[src/rtl/afp_pkg.sv]
package afp_pkg;
  localparam int unsigned AFP_WIDTH = 32;
  localparam int unsigned AFP_DEPTH = 8;
  localparam int unsigned AFP_AW    = $clog2(AFP_DEPTH);
  localparam int unsigned AFP_CW    = $clog2(AFP_DEPTH + 1);

  // sticky error flag positions
  localparam int unsigned ERR_TX_OVF = 0;
  localparam int unsigned ERR_RX_OVF = 1;
  localparam int unsigned ERR_RX_UDF = 2;
  localparam int unsigned ERR_N      = 3;

  // interrupt enable positions
  localparam int unsigned IEN_TX_THR = 0;
  localparam int unsigned IEN_TX_OVF = 1;
  localparam int unsigned IEN_RX_THR = 2;
  localparam int unsigned IEN_RX_OVF = 3;
  localparam int unsigned IEN_RX_UDF = 4;
  localparam int unsigned IEN_N      = 5;
endpackage

[src/rtl/afp_ring.sv]
module afp_ring #(
  parameter int unsigned WIDTH     = 32,
  parameter int unsigned DEPTH     = 8,
  parameter bit          OVERWRITE = 1'b0,
  localparam int unsigned AW = $clog2(DEPTH),
  localparam int unsigned CW = $clog2(DEPTH + 1)
) (
  input  logic             clk,
  input  logic             rst_n,
  input  logic             clr,
  input  logic             push,
  input  logic [WIDTH-1:0] push_data,
  input  logic             pop,
  output logic [WIDTH-1:0] head,
  output logic [CW-1:0]    cnt,
  output logic             full,
  output logic             empty,
  output logic             push_full_evt,
  output logic             pop_empty_evt
);
  logic [WIDTH-1:0] mem [DEPTH];
  logic [AW-1:0]    wptr, rptr;
  logic             do_push, do_pop, rd_adv;

  function automatic logic [AW-1:0] nxt(input logic [AW-1:0] p);
    return (p == AW'(DEPTH - 1)) ? '0 : p + 1'b1;
  endfunction

  assign full   = (cnt == CW'(DEPTH));
  assign empty  = (cnt == '0);
  assign head   = mem[rptr];
  assign do_pop = pop && !empty && !clr;
  assign pop_empty_evt = pop && empty && !clr;

  generate
    if (OVERWRITE) begin : g_over
      // a push into a full ring evicts the oldest word
      assign do_push       = push && !clr;
      assign rd_adv        = do_pop || (do_push && full);
      assign push_full_evt = push && full && !pop && !clr;
    end else begin : g_drop
      assign do_push       = push && !clr && !full;
      assign rd_adv        = do_pop;
      assign push_full_evt = push && full && !clr;
    end
  endgenerate

  always_ff @(posedge clk or negedge rst_n) begin
    if (!rst_n) begin
      wptr <= '0;
      rptr <= '0;
      cnt  <= '0;
    end else if (clr) begin
      wptr <= '0;
      rptr <= '0;
      cnt  <= '0;
    end else begin
      if (do_push) wptr <= nxt(wptr);
      if (rd_adv)  rptr <= nxt(rptr);
      cnt <= cnt + CW'(do_push) - CW'(rd_adv);
    end
  end

  always_ff @(posedge clk) begin
    if (do_push) mem[wptr] <= push_data;
  end

  assert_cnt_bound_R1: assert property (@(posedge clk) disable iff (!rst_n)
    cnt <= CW'(DEPTH));
  assert_clear_zero_R8: assert property (@(posedge clk) disable iff (!rst_n)
    clr |=> (cnt == '0));
  assert_full_hold_R4: assert property (@(posedge clk) disable iff (!rst_n)
    (full && push && !pop && !clr) |=> full);
  assert_empty_hold_R5: assert property (@(posedge clk) disable iff (!rst_n)
    (empty && pop && !push && !clr) |=> empty);
endmodule

[src/rtl/afp_flags.sv]
module afp_flags #(
  parameter int unsigned N = 3
) (
  input  logic         clk,
  input  logic         rst_n,
  input  logic [N-1:0] set,
  input  logic [N-1:0] w1c,
  output logic [N-1:0] flags
);
  always_ff @(posedge clk or negedge rst_n) begin
    if (!rst_n) flags <= '0;
    else        flags <= (flags & ~w1c) | set;
  end

  assert_set_wins_R9: assert property (@(posedge clk) disable iff (!rst_n)
    (|set) |=> ((flags & $past(set)) == $past(set)));
  assert_w1c_clears_R9: assert property (@(posedge clk) disable iff (!rst_n)
    (|(w1c & ~set)) |=> ((flags & $past(w1c & ~set)) == '0));
endmodule

[src/rtl/audio_fifo_pair.sv]
module audio_fifo_pair
  import afp_pkg::*;
(
  input  logic                 clk,
  input  logic                 rst_n,
  input  logic                 tx_clr,
  input  logic                 rx_clr,
  input  logic                 tx_s_valid,
  output logic                 tx_s_ready,
  input  logic [AFP_WIDTH-1:0] tx_s_data,
  output logic                 tx_m_valid,
  input  logic                 tx_m_ready,
  output logic [AFP_WIDTH-1:0] tx_m_data,
  input  logic                 rx_s_valid,
  output logic                 rx_s_ready,
  input  logic [AFP_WIDTH-1:0] rx_s_data,
  output logic                 rx_m_valid,
  input  logic                 rx_m_ready,
  output logic [AFP_WIDTH-1:0] rx_m_data,
  input  logic [AFP_AW-1:0]    tx_level,
  input  logic [AFP_AW-1:0]    rx_level,
  input  logic                 tx_dma_en,
  input  logic                 rx_dma_en,
  output logic                 tx_dma_req,
  output logic                 rx_dma_req,
  output logic [AFP_CW-1:0]    tx_cnt,
  output logic [AFP_CW-1:0]    rx_cnt,
  output logic                 tx_full,
  output logic                 tx_empty,
  output logic                 rx_full,
  output logic                 rx_empty,
  output logic                 tx_thr,
  output logic                 rx_thr,
  output logic [ERR_N-1:0]     err_flags,
  input  logic [ERR_N-1:0]     err_w1c,
  input  logic [IEN_N-1:0]     irq_en,
  output logic                 tx_irq,
  output logic                 rx_irq,
  output logic                 irq
);
  logic [AFP_WIDTH-1:0] rx_head;
  logic tx_drop, tx_pop_empty_unused, rx_over, rx_under;
  logic [ERR_N-1:0] err_set;

  afp_ring #(.WIDTH(AFP_WIDTH), .DEPTH(AFP_DEPTH), .OVERWRITE(1'b0)) u_tx_ring (
    .clk(clk), .rst_n(rst_n), .clr(tx_clr),
    .push(tx_s_valid), .push_data(tx_s_data), .pop(tx_m_ready),
    .head(tx_m_data), .cnt(tx_cnt), .full(tx_full), .empty(tx_empty),
    .push_full_evt(tx_drop), .pop_empty_evt(tx_pop_empty_unused)
  );

  afp_ring #(.WIDTH(AFP_WIDTH), .DEPTH(AFP_DEPTH), .OVERWRITE(1'b1)) u_rx_ring (
    .clk(clk), .rst_n(rst_n), .clr(rx_clr),
    .push(rx_s_valid), .push_data(rx_s_data), .pop(rx_m_ready),
    .head(rx_head), .cnt(rx_cnt), .full(rx_full), .empty(rx_empty),
    .push_full_evt(rx_over), .pop_empty_evt(rx_under)
  );

  assign tx_s_ready = !tx_full;
  assign tx_m_valid = !tx_empty;
  assign rx_s_ready = 1'b1;
  assign rx_m_valid = !rx_empty;
  assign rx_m_data  = rx_empty ? '0 : rx_head;

  // transmit: at or below level; receive: at or above level plus one
  assign tx_thr = (tx_cnt <= AFP_CW'(tx_level));
  assign rx_thr = (rx_cnt >= (AFP_CW'(rx_level) + AFP_CW'(1)));

  assign tx_dma_req = tx_dma_en && !tx_full;
  assign rx_dma_req = rx_dma_en && !rx_empty;

  always_comb begin
    err_set             = '0;
    err_set[ERR_TX_OVF] = tx_drop;
    err_set[ERR_RX_OVF] = rx_over;
    err_set[ERR_RX_UDF] = rx_under;
  end

  afp_flags #(.N(ERR_N)) u_flags (
    .clk(clk), .rst_n(rst_n), .set(err_set), .w1c(err_w1c), .flags(err_flags)
  );

  assign tx_irq = (irq_en[IEN_TX_THR] && tx_thr) ||
                  (irq_en[IEN_TX_OVF] && err_flags[ERR_TX_OVF]);
  assign rx_irq = (irq_en[IEN_RX_THR] && rx_thr) ||
                  (irq_en[IEN_RX_OVF] && err_flags[ERR_RX_OVF]) ||
                  (irq_en[IEN_RX_UDF] && err_flags[ERR_RX_UDF]);
  assign irq = tx_irq || rx_irq;

  assert_tx_drop_flag_R3: assert property (@(posedge clk) disable iff (!rst_n)
    (tx_full && tx_s_valid && !tx_clr) |=> (err_flags[ERR_TX_OVF] && tx_full));
  assert_rx_over_flag_R4: assert property (@(posedge clk) disable iff (!rst_n)
    (rx_full && rx_s_valid && !rx_m_ready && !rx_clr) |=> err_flags[ERR_RX_OVF]);
  assert_rx_under_flag_R5: assert property (@(posedge clk) disable iff (!rst_n)
    (rx_empty && rx_m_ready && !rx_clr) |=> err_flags[ERR_RX_UDF]);
  assert_rx_thr_nonempty_R7: assert property (@(posedge clk) disable iff (!rst_n)
    rx_thr |-> !rx_empty);
endmodule

[config.mk]
export PLATFORM = sky130hd
export DESIGN_NAME = audio_fifo_pair
export DESIGN_NICKNAME = d
export VERILOG_FILES = /design/src/rtl/afp_pkg.sv /design/src/rtl/afp_ring.sv /design/src/rtl/afp_flags.sv /design/src/rtl/audio_fifo_pair.sv
export SDC_FILE = /design/constraint.sdc
export NUM_CORES = 1
export LEC_CHECK = 0
export BUFFER_PORTS_ARGS = -buffer_cell sky130_fd_sc_hd__buf_4
export CAP_MARGIN = 20
export CORE_MARGIN = 2
export CORE_UTILIZATION = 50
export DETAILED_ROUTE_END_ITERATION = 16
export GPL_TIMING_DRIVEN = 0
export PLACE_DENSITY = 0.69
export SYNTH_ARGS = -nofsm -noshare
export SYNTH_HDL_FRONTEND = slang
export SYNTH_SLANG_ARGS = --single-unit
[constraint.sdc]
create_clock -name clk -period 5.6 [get_ports clk]
set_clock_uncertainty 0.1 [all_clocks]
set_input_delay 0.56 -clock clk [delete_from_list [all_inputs] [get_ports clk]]
set_output_delay 0.56 -clock clk [all_outputs]
set_load 0.01 [all_outputs]
==> results.ini, run 1 <==
[outcome]
status=finished, final reports clean

[sta]
setup_viol=0
hold_viol_final=0
fmax_mhz=271
report.final.slew_viol_count=0
rsz0062_at_grt=false
fin_crit_ps=3690
slew_headroom_pct=30.4
tightestPinTransition_ps=1040
period_share_pct=65.9

[critical_path]
ff2ff_setup_slack_ps=2340
crit_chain=inv_1 > ha_1 > or3b_1 > buf_6 > inv_2 > nor2_1 > clkbuf_1 > a22o_1 > buf_4
start_kind=flop
startpoint=u_rx_ring.cnt[2]$_DFF_PN0_
worstSetupPathType=flop to output port
cp_max_fo=10
required_ps=4940
setup.worst_path.end_class=output port
r2r-end=u_tx_ring.mem[1][5]$_DFFE_PP_
arrival_ps=3030
critPathSlowestCell=clkbuf_1
crit_end=rx_m_data[2]
ff2ff_path_depth=9
r2r-start=u_tx_ring.cnt[2]$_DFF_PN0_
slowest_delay_ps=590

[route]
drt_iter0_markers=758
wirelength_mm=42.3
dr.pass1.iters=5
wire_per_inst_um=23.9
via_per_inst=5.62
vias=9935
drc=0
ant_nets=0

[yosys]
synthArstFlopShare_pct=4.30
ys_types=42
yosys_warnings=0
synth_top_area_share_pct=73.8
synthesis.area_um2=20800
synth_area_leaders=edfxtp_1 74%, mux4_2 14%, dfrtp_1 2.8%
synthFlopType=edfxtp_1
synth_cells=935
synth.largest_area_cell=edfxtp_1
syn_nets=1052
ys_ff_latch=535
synth_edf_count=512
yosysSeqAreaShare_pct=76.6
avgSynthCellArea_um2=22.3

[clocking]
htree_levels=2
cts_buffers=52
cts_hold_buf=1
numClockSinks=535
tritoncts=done
path_clk_slew_ps=60
cts_root_buffer=clkbuf_16
cts_max_path_buffers=3
post_cts_buffers=0
insertion_delay_ps=590
cts_resized=0

[finish]
fin_area_um2=25100
ff_latch_area_um2=16000
drive_gt1_share_pct=38.7
fillers=2805
layout.nets=1309
fin_cells=1769
final_cell_mix=512 x edfxtp_1, 179 x buf_4, 128 x mux4_2, 52 x clkbuf_16
mostFrequentLayoutCell=edfxtp_1
syn2layout_area_growth_pct=20.3
multi_input_area_um2=4640

[placement]
place_area_um2=23400
io_buffer_count=176
placed_cells=1669
dp_hpwl_mm=27.3
place.gp.congestion=0.776

[global_route]
grt_pass1_vias=10600
grt_pass1_wl_mm=65.2
antenna_found_initial=2
grt_max_degree=26
grt_use_total_pct=20.2
gr-total-overflow=0

[power_and_ir_drop]
ir_worst_vdd_v=0.000334
p_leak_nw=8.49
power_density_nw_per_um2=418

[min_path]
hp-class=input port to flop

[run]
cap_violations=0

[floorplan]
io_pins=178
die_area_um2=43300
core_region_area_um2=41000
row_count=74
dieWidth_um=208
dieHeight_um=208
floorplan.initialDensity_pct=50.8

## synthesized netlist by cell type (2+ instances only)
library cell	number
edfxtp_1	512
or3_1	3
clkbuf_1	13
ha_1	27
buf_6	9
fa_1	2
nand2_1	13
o22ai_1	4
nor3_1	4
nand3_1	3
buf_1	9
mux2i_1	4
a22o_1	32
a21oi_1	7
nand2b_1	10
nor2_1	26
dfrtp_1	23
a21o_1	3
mux4_2	128
inv_1	24
and2_1	2
o21ai_0	6
xnor2_1	5
mux2_2	32
buf_2	10
buf_4	3
nor2b_1	6
## metrics by stage
step	power (mW)	hold slack (ps)	utilization, %	worst slack (ps)	setup TNS, ps
after floorplan	6.16	164	-	1470	0
after global placement	7.12	380	55.6	-707	-73810
after detailed placement	7.18	381	57.0	2340	0
after CTS	10.6	12.0	61.1	1850	0
after global routing	10.9	12.5	61.1	1740	0
final	10.5	49.2	61.1	1910	0
## kinds of logic (layout without fill, tap and decap cells)
family / Yosys count / in the layout / synth area share, %
buf+inv: 69 / 370 / 1.68
compound gates: 56 / 56 / 2.07
simple gates: 75 / 75 / 1.84
xor+xnor: 6 / 6 / 0.252
fa+ha+maj: 29 / 29 / 1.81
flops: 535 / 535 / 76.6
other cells: 1 / 2 / 0.0180
mux: 164 / 164 / 15.8
## final cells by class
| type | instances | share of cell area (%) |
|---|---|---|
| sequential | 535 | 63.6 |
| timing repair buffer | 203 | 7.06 |
| buffer | 44 | 1.02 |
| clock buffer | 62 | 5.34 |
| tap | 532 | 2.66 |
| antenna | 1 | 0.00998 |
| inverter | 25 | 0.374 |
| clock inverter | 36 | 1.38 |
| multi-input combinational | 331 | 18.5 |
## how the worst min path moves through the flow
stage | start | end | slack, ps | cells after the start
final | err_w1c[1] | u_flags.flags[1]$_DFF_PN0_ | 50 | 2
after global routing | err_w1c[0] | u_flags.flags[0]$_DFF_PN0_ | 10 | 2
after CTS | err_w1c[0] | u_flags.flags[0]$_DFF_PN0_ | 10 | 2
after floorplan | rst_n | u_flags.flags[0]$_DFF_PN0_ | 160 | 0
after detailed placement | rst_n | u_flags.flags[2]$_DFF_PN0_ | 380 | 1
after global placement | rst_n | u_rx_ring.cnt[3]$_DFF_PN0_ | 380 | 1
## per-layer routing
layer	GRT usage [%]	vias to the layer above	share of wire [%]
met3	5.18	50	6.5
met5	0	-	0.038
li1	-	4407	-
met2	33.6	265	51
met1	27.1	5211	41
met4	4.32	2	1.6
## report_power, final
group,total (mW),leakage [nW],switching (mW),internal (mW)
registers,4.59,4.93,0.0710,4.52
logic,2.47,2.74,1.21,1.26
clock network,3.40,0.821,1.46,1.95
total,10.5,8.49,2.74,7.73
## worst max-delay path, delay by kind of cell (launching register included)
kind | cells | cell delay, ps
simple gates | 2 | 570
compound gates | 1 | 300
buf+inv | 5 | 990
flops | 1 | 380
fa+ha+maj | 1 | 190
## registers in the layout, indices dropped and copies added, names as in the netlist
signal and flops:
u_tx_ring.mem 256, u_rx_ring.cnt 4, u_tx_ring.cnt 4, u_rx_ring.wptr 3, u_tx_ring.wptr 3, u_tx_ring.rptr 3, u_flags.flags 3, u_rx_ring.rptr 3
u_rx_ring.mem 256
(Power assumes the default switching activity.)
==> run 2: changes to the inputs <==
==> constraint.sdc (replaced) <==
create_clock -name clk -period 3.4 [get_ports clk]
set_clock_uncertainty 0.1 [all_clocks]
set_input_delay 0.34 -clock clk [delete_from_list [all_inputs] [get_ports clk]]
set_output_delay 0.34 -clock clk [all_outputs]
set_load 0.01 [all_outputs]
==> run 2 against run 1 <==
Sequential share of layout area shrank 2.1 points. Non-clock buffer count rose by 67. Utilization is 2.1 points higher. Sequential power up 64%. Via count increased by 4.1%. Setup slack lost 1700 ps. Cell count grew 3.9%. First-iteration DRC count fell by 13%.
==> results.ini, run 2 (same netlist as run 1, synthesis figures left out) <==
[global_route]
grt_use_total_pct=20.8
antenna_found_initial=3
grt_max_degree=27
grt_pass1_vias=10900
grt_pass1_wl_mm=67.2
gr-total-overflow=0

[route]
drt_iter0_markers=662
via_per_inst=5.63
dr.pass1.iters=5
wire_per_inst_um=23.8
drc=0
ant_nets=0
vias=10300
wirelength_mm=43.7

[finish]
fillers=2784
mostFrequentLayoutCell=edfxtp_1
reg_top3=u_rx_ring.mem: 256 flops, u_tx_ring.mem: 256 flops
fin_cells=1838
layout.nets=1377
multi_input_area_um2=4670
drive_gt1_share_pct=36.3
ff_latch_area_um2=16000
syn2layout_area_growth_pct=24.5
final_cell_mix=512 x edfxtp_1, 179 x buf_4, 128 x mux4_2, 74 x dlygate4sd3_1, 54 x clkbuf_16

[placement]
placed_cells=1663
io_buffer_count=176
dp_hpwl_mm=26.6
place.gp.congestion=0.775

[clocking]
numClockSinks=535
htree_levels=2
cts_root_buffer=clkbuf_16
path_clk_slew_ps=60
cts_buffers=53
insertion_delay_ps=590
cts_max_path_buffers=3
tritoncts=done

[floorplan]
dieWidth_um=208
die_area_um2=43300
io_pins=178
row_count=74
core_region_area_um2=41000
dieHeight_um=208
floorplan.initialDensity_pct=50.8

[sta]
slew_headroom_pct=41.3
fin_crit_ps=3210
period_share_pct=94.3
rsz0062_at_grt=false
tightestPinTransition_ps=880
setup_viol=0
fmax_mhz=312
report.final.slew_viol_count=0
hold_viol_final=0
setup_tns_ps=0

[critical_path]
ff2ff_path_depth=12
arrival_ps=2770
required_ps=2960
cp_max_fo=10
critPathSlowestCell=dfrtp_1
crit_chain=inv_1 > ha_1 > or3b_1 > buf_6 > inv_2 > nor2_1 > clkbuf_2 > a22o_1 > buf_4
start_kind=flop
slowest_delay_ps=380
worstSetupPathType=flop to output port
setup.worst_path.end_class=output port

[power_and_ir_drop]
finalPower_mw=17.6
p_leak_nw=8.82
ir_worst_vdd_v=0.000629
power_density_nw_per_um2=678

[min_path]
whs_path_depth=4
hp-class=input port to flop

[run]
cap_violations=0

[outcome]
status=finished, final reports clean

==> run 2: cell types whose count changed in the layout (fill, tap and decap cells not counted), moves of 2 or more <==
cell           previous run  this run
clkinv_16                 2         0
clkinv_1                 15        13
buf_16                    5        12
dlygate4sd3_1             1        74
clkbuf_2                  0         3
clkinv_2                 11         6
nor3_4                    0         4
buf_6                    22         9
clkbuf_16                52        54
clkinv_8                  0         2
nor3_2                    4         0
==> run 2: what timing repair did <==
action,4_1_cts,5_1_grt
hold endpoints to repair,543,0
gates resized for setup,3,0
endpoints found under the setup margin,28,0
buffers inserted,0,0
hold buffers,74,0
==> run 2: path summary, 6_finish.rpt <==
path | end | slack (ps) | start
worst max-delay path | rx_m_data[2] | 190 | u_rx_ring.cnt[2]$_DFF_PN0_
worst min-delay path | u_rx_ring.rptr[0]$_DFFE_PN0P_ | 80 | rx_m_ready
worst max register to register | u_tx_ring.cnt[2]$_DFF_PN0_ | 400 | u_tx_ring.cnt[3]$_DFF_PN0_
worst min register to register | u_rx_ring.rptr[2]$_DFFE_PN0P_ | 490 | u_rx_ring.rptr[2]$_DFFE_PN0P_
max in group asynchronous | u_rx_ring.rptr[1]$_DFFE_PN0P_ | 2810 | rst_n
min in group asynchronous | u_flags.flags[2]$_DFF_PN0_ | 110 | rst_n
==> run 2: stage by stage <==
step | worst slack (ps) | instance area [µm²] | hold WS, ps | util, %
after global routing | 25.7 | 25900 | 87.5 | 63.2
after floorplan | 123 | 20900 | -55.6 | -
final | 193 | 25900 | 83.8 | 63.2
after CTS | 107 | 25900 | 50.3 | 63.2
after detailed placement | 417 | 23400 | 172 | 57.2
after global placement | -1270 | 22800 | 165 | 55.7
==> run 2: worst max-delay path, delay by kind of cell, from the launching register on <==
family,cells,cell delay [ps]
adders and majority gates,1,190
and+or+nand+nor,2,540
AOI/OAI and AO/OA,1,260
buffers and inverters,5,800
DFF,1,380
==> run 2: layout make-up <==
| class | instances | area share (%) |
|---|---|---|
| sequential | 535 | 61.5 |
| inverter | 25 | 0.362 |
| multi-input combinational | 331 | 18.0 |
| clock inverter | 31 | 1.30 |
| clock buffer | 68 | 5.41 |
| timing repair buffer | 270 | 9.84 |
| tap | 532 | 2.57 |
| antenna | 2 | 0.0193 |
| buffer | 44 | 1.00 |
==> run 2: report_power, final <==
part	switching [mW]	internal [mW]
registers	0.113	7.44
clock network	2.44	3.39
logic	2.03	2.16
==> run 2: routing by layer <==
| metal | up-vias | track usage (%) | part of all wire (%) |
|---|---|---|---|
| met5 | - | 0 | 0.030 |
| met4 | 2 | 5.41 | 1.9 |
| met3 | 70 | 4.33 | 6.0 |
| met2 | 307 | 33.7 | 50 |
| met1 | 5424 | 29.1 | 42 |
| li1 | 4537 | - | - |
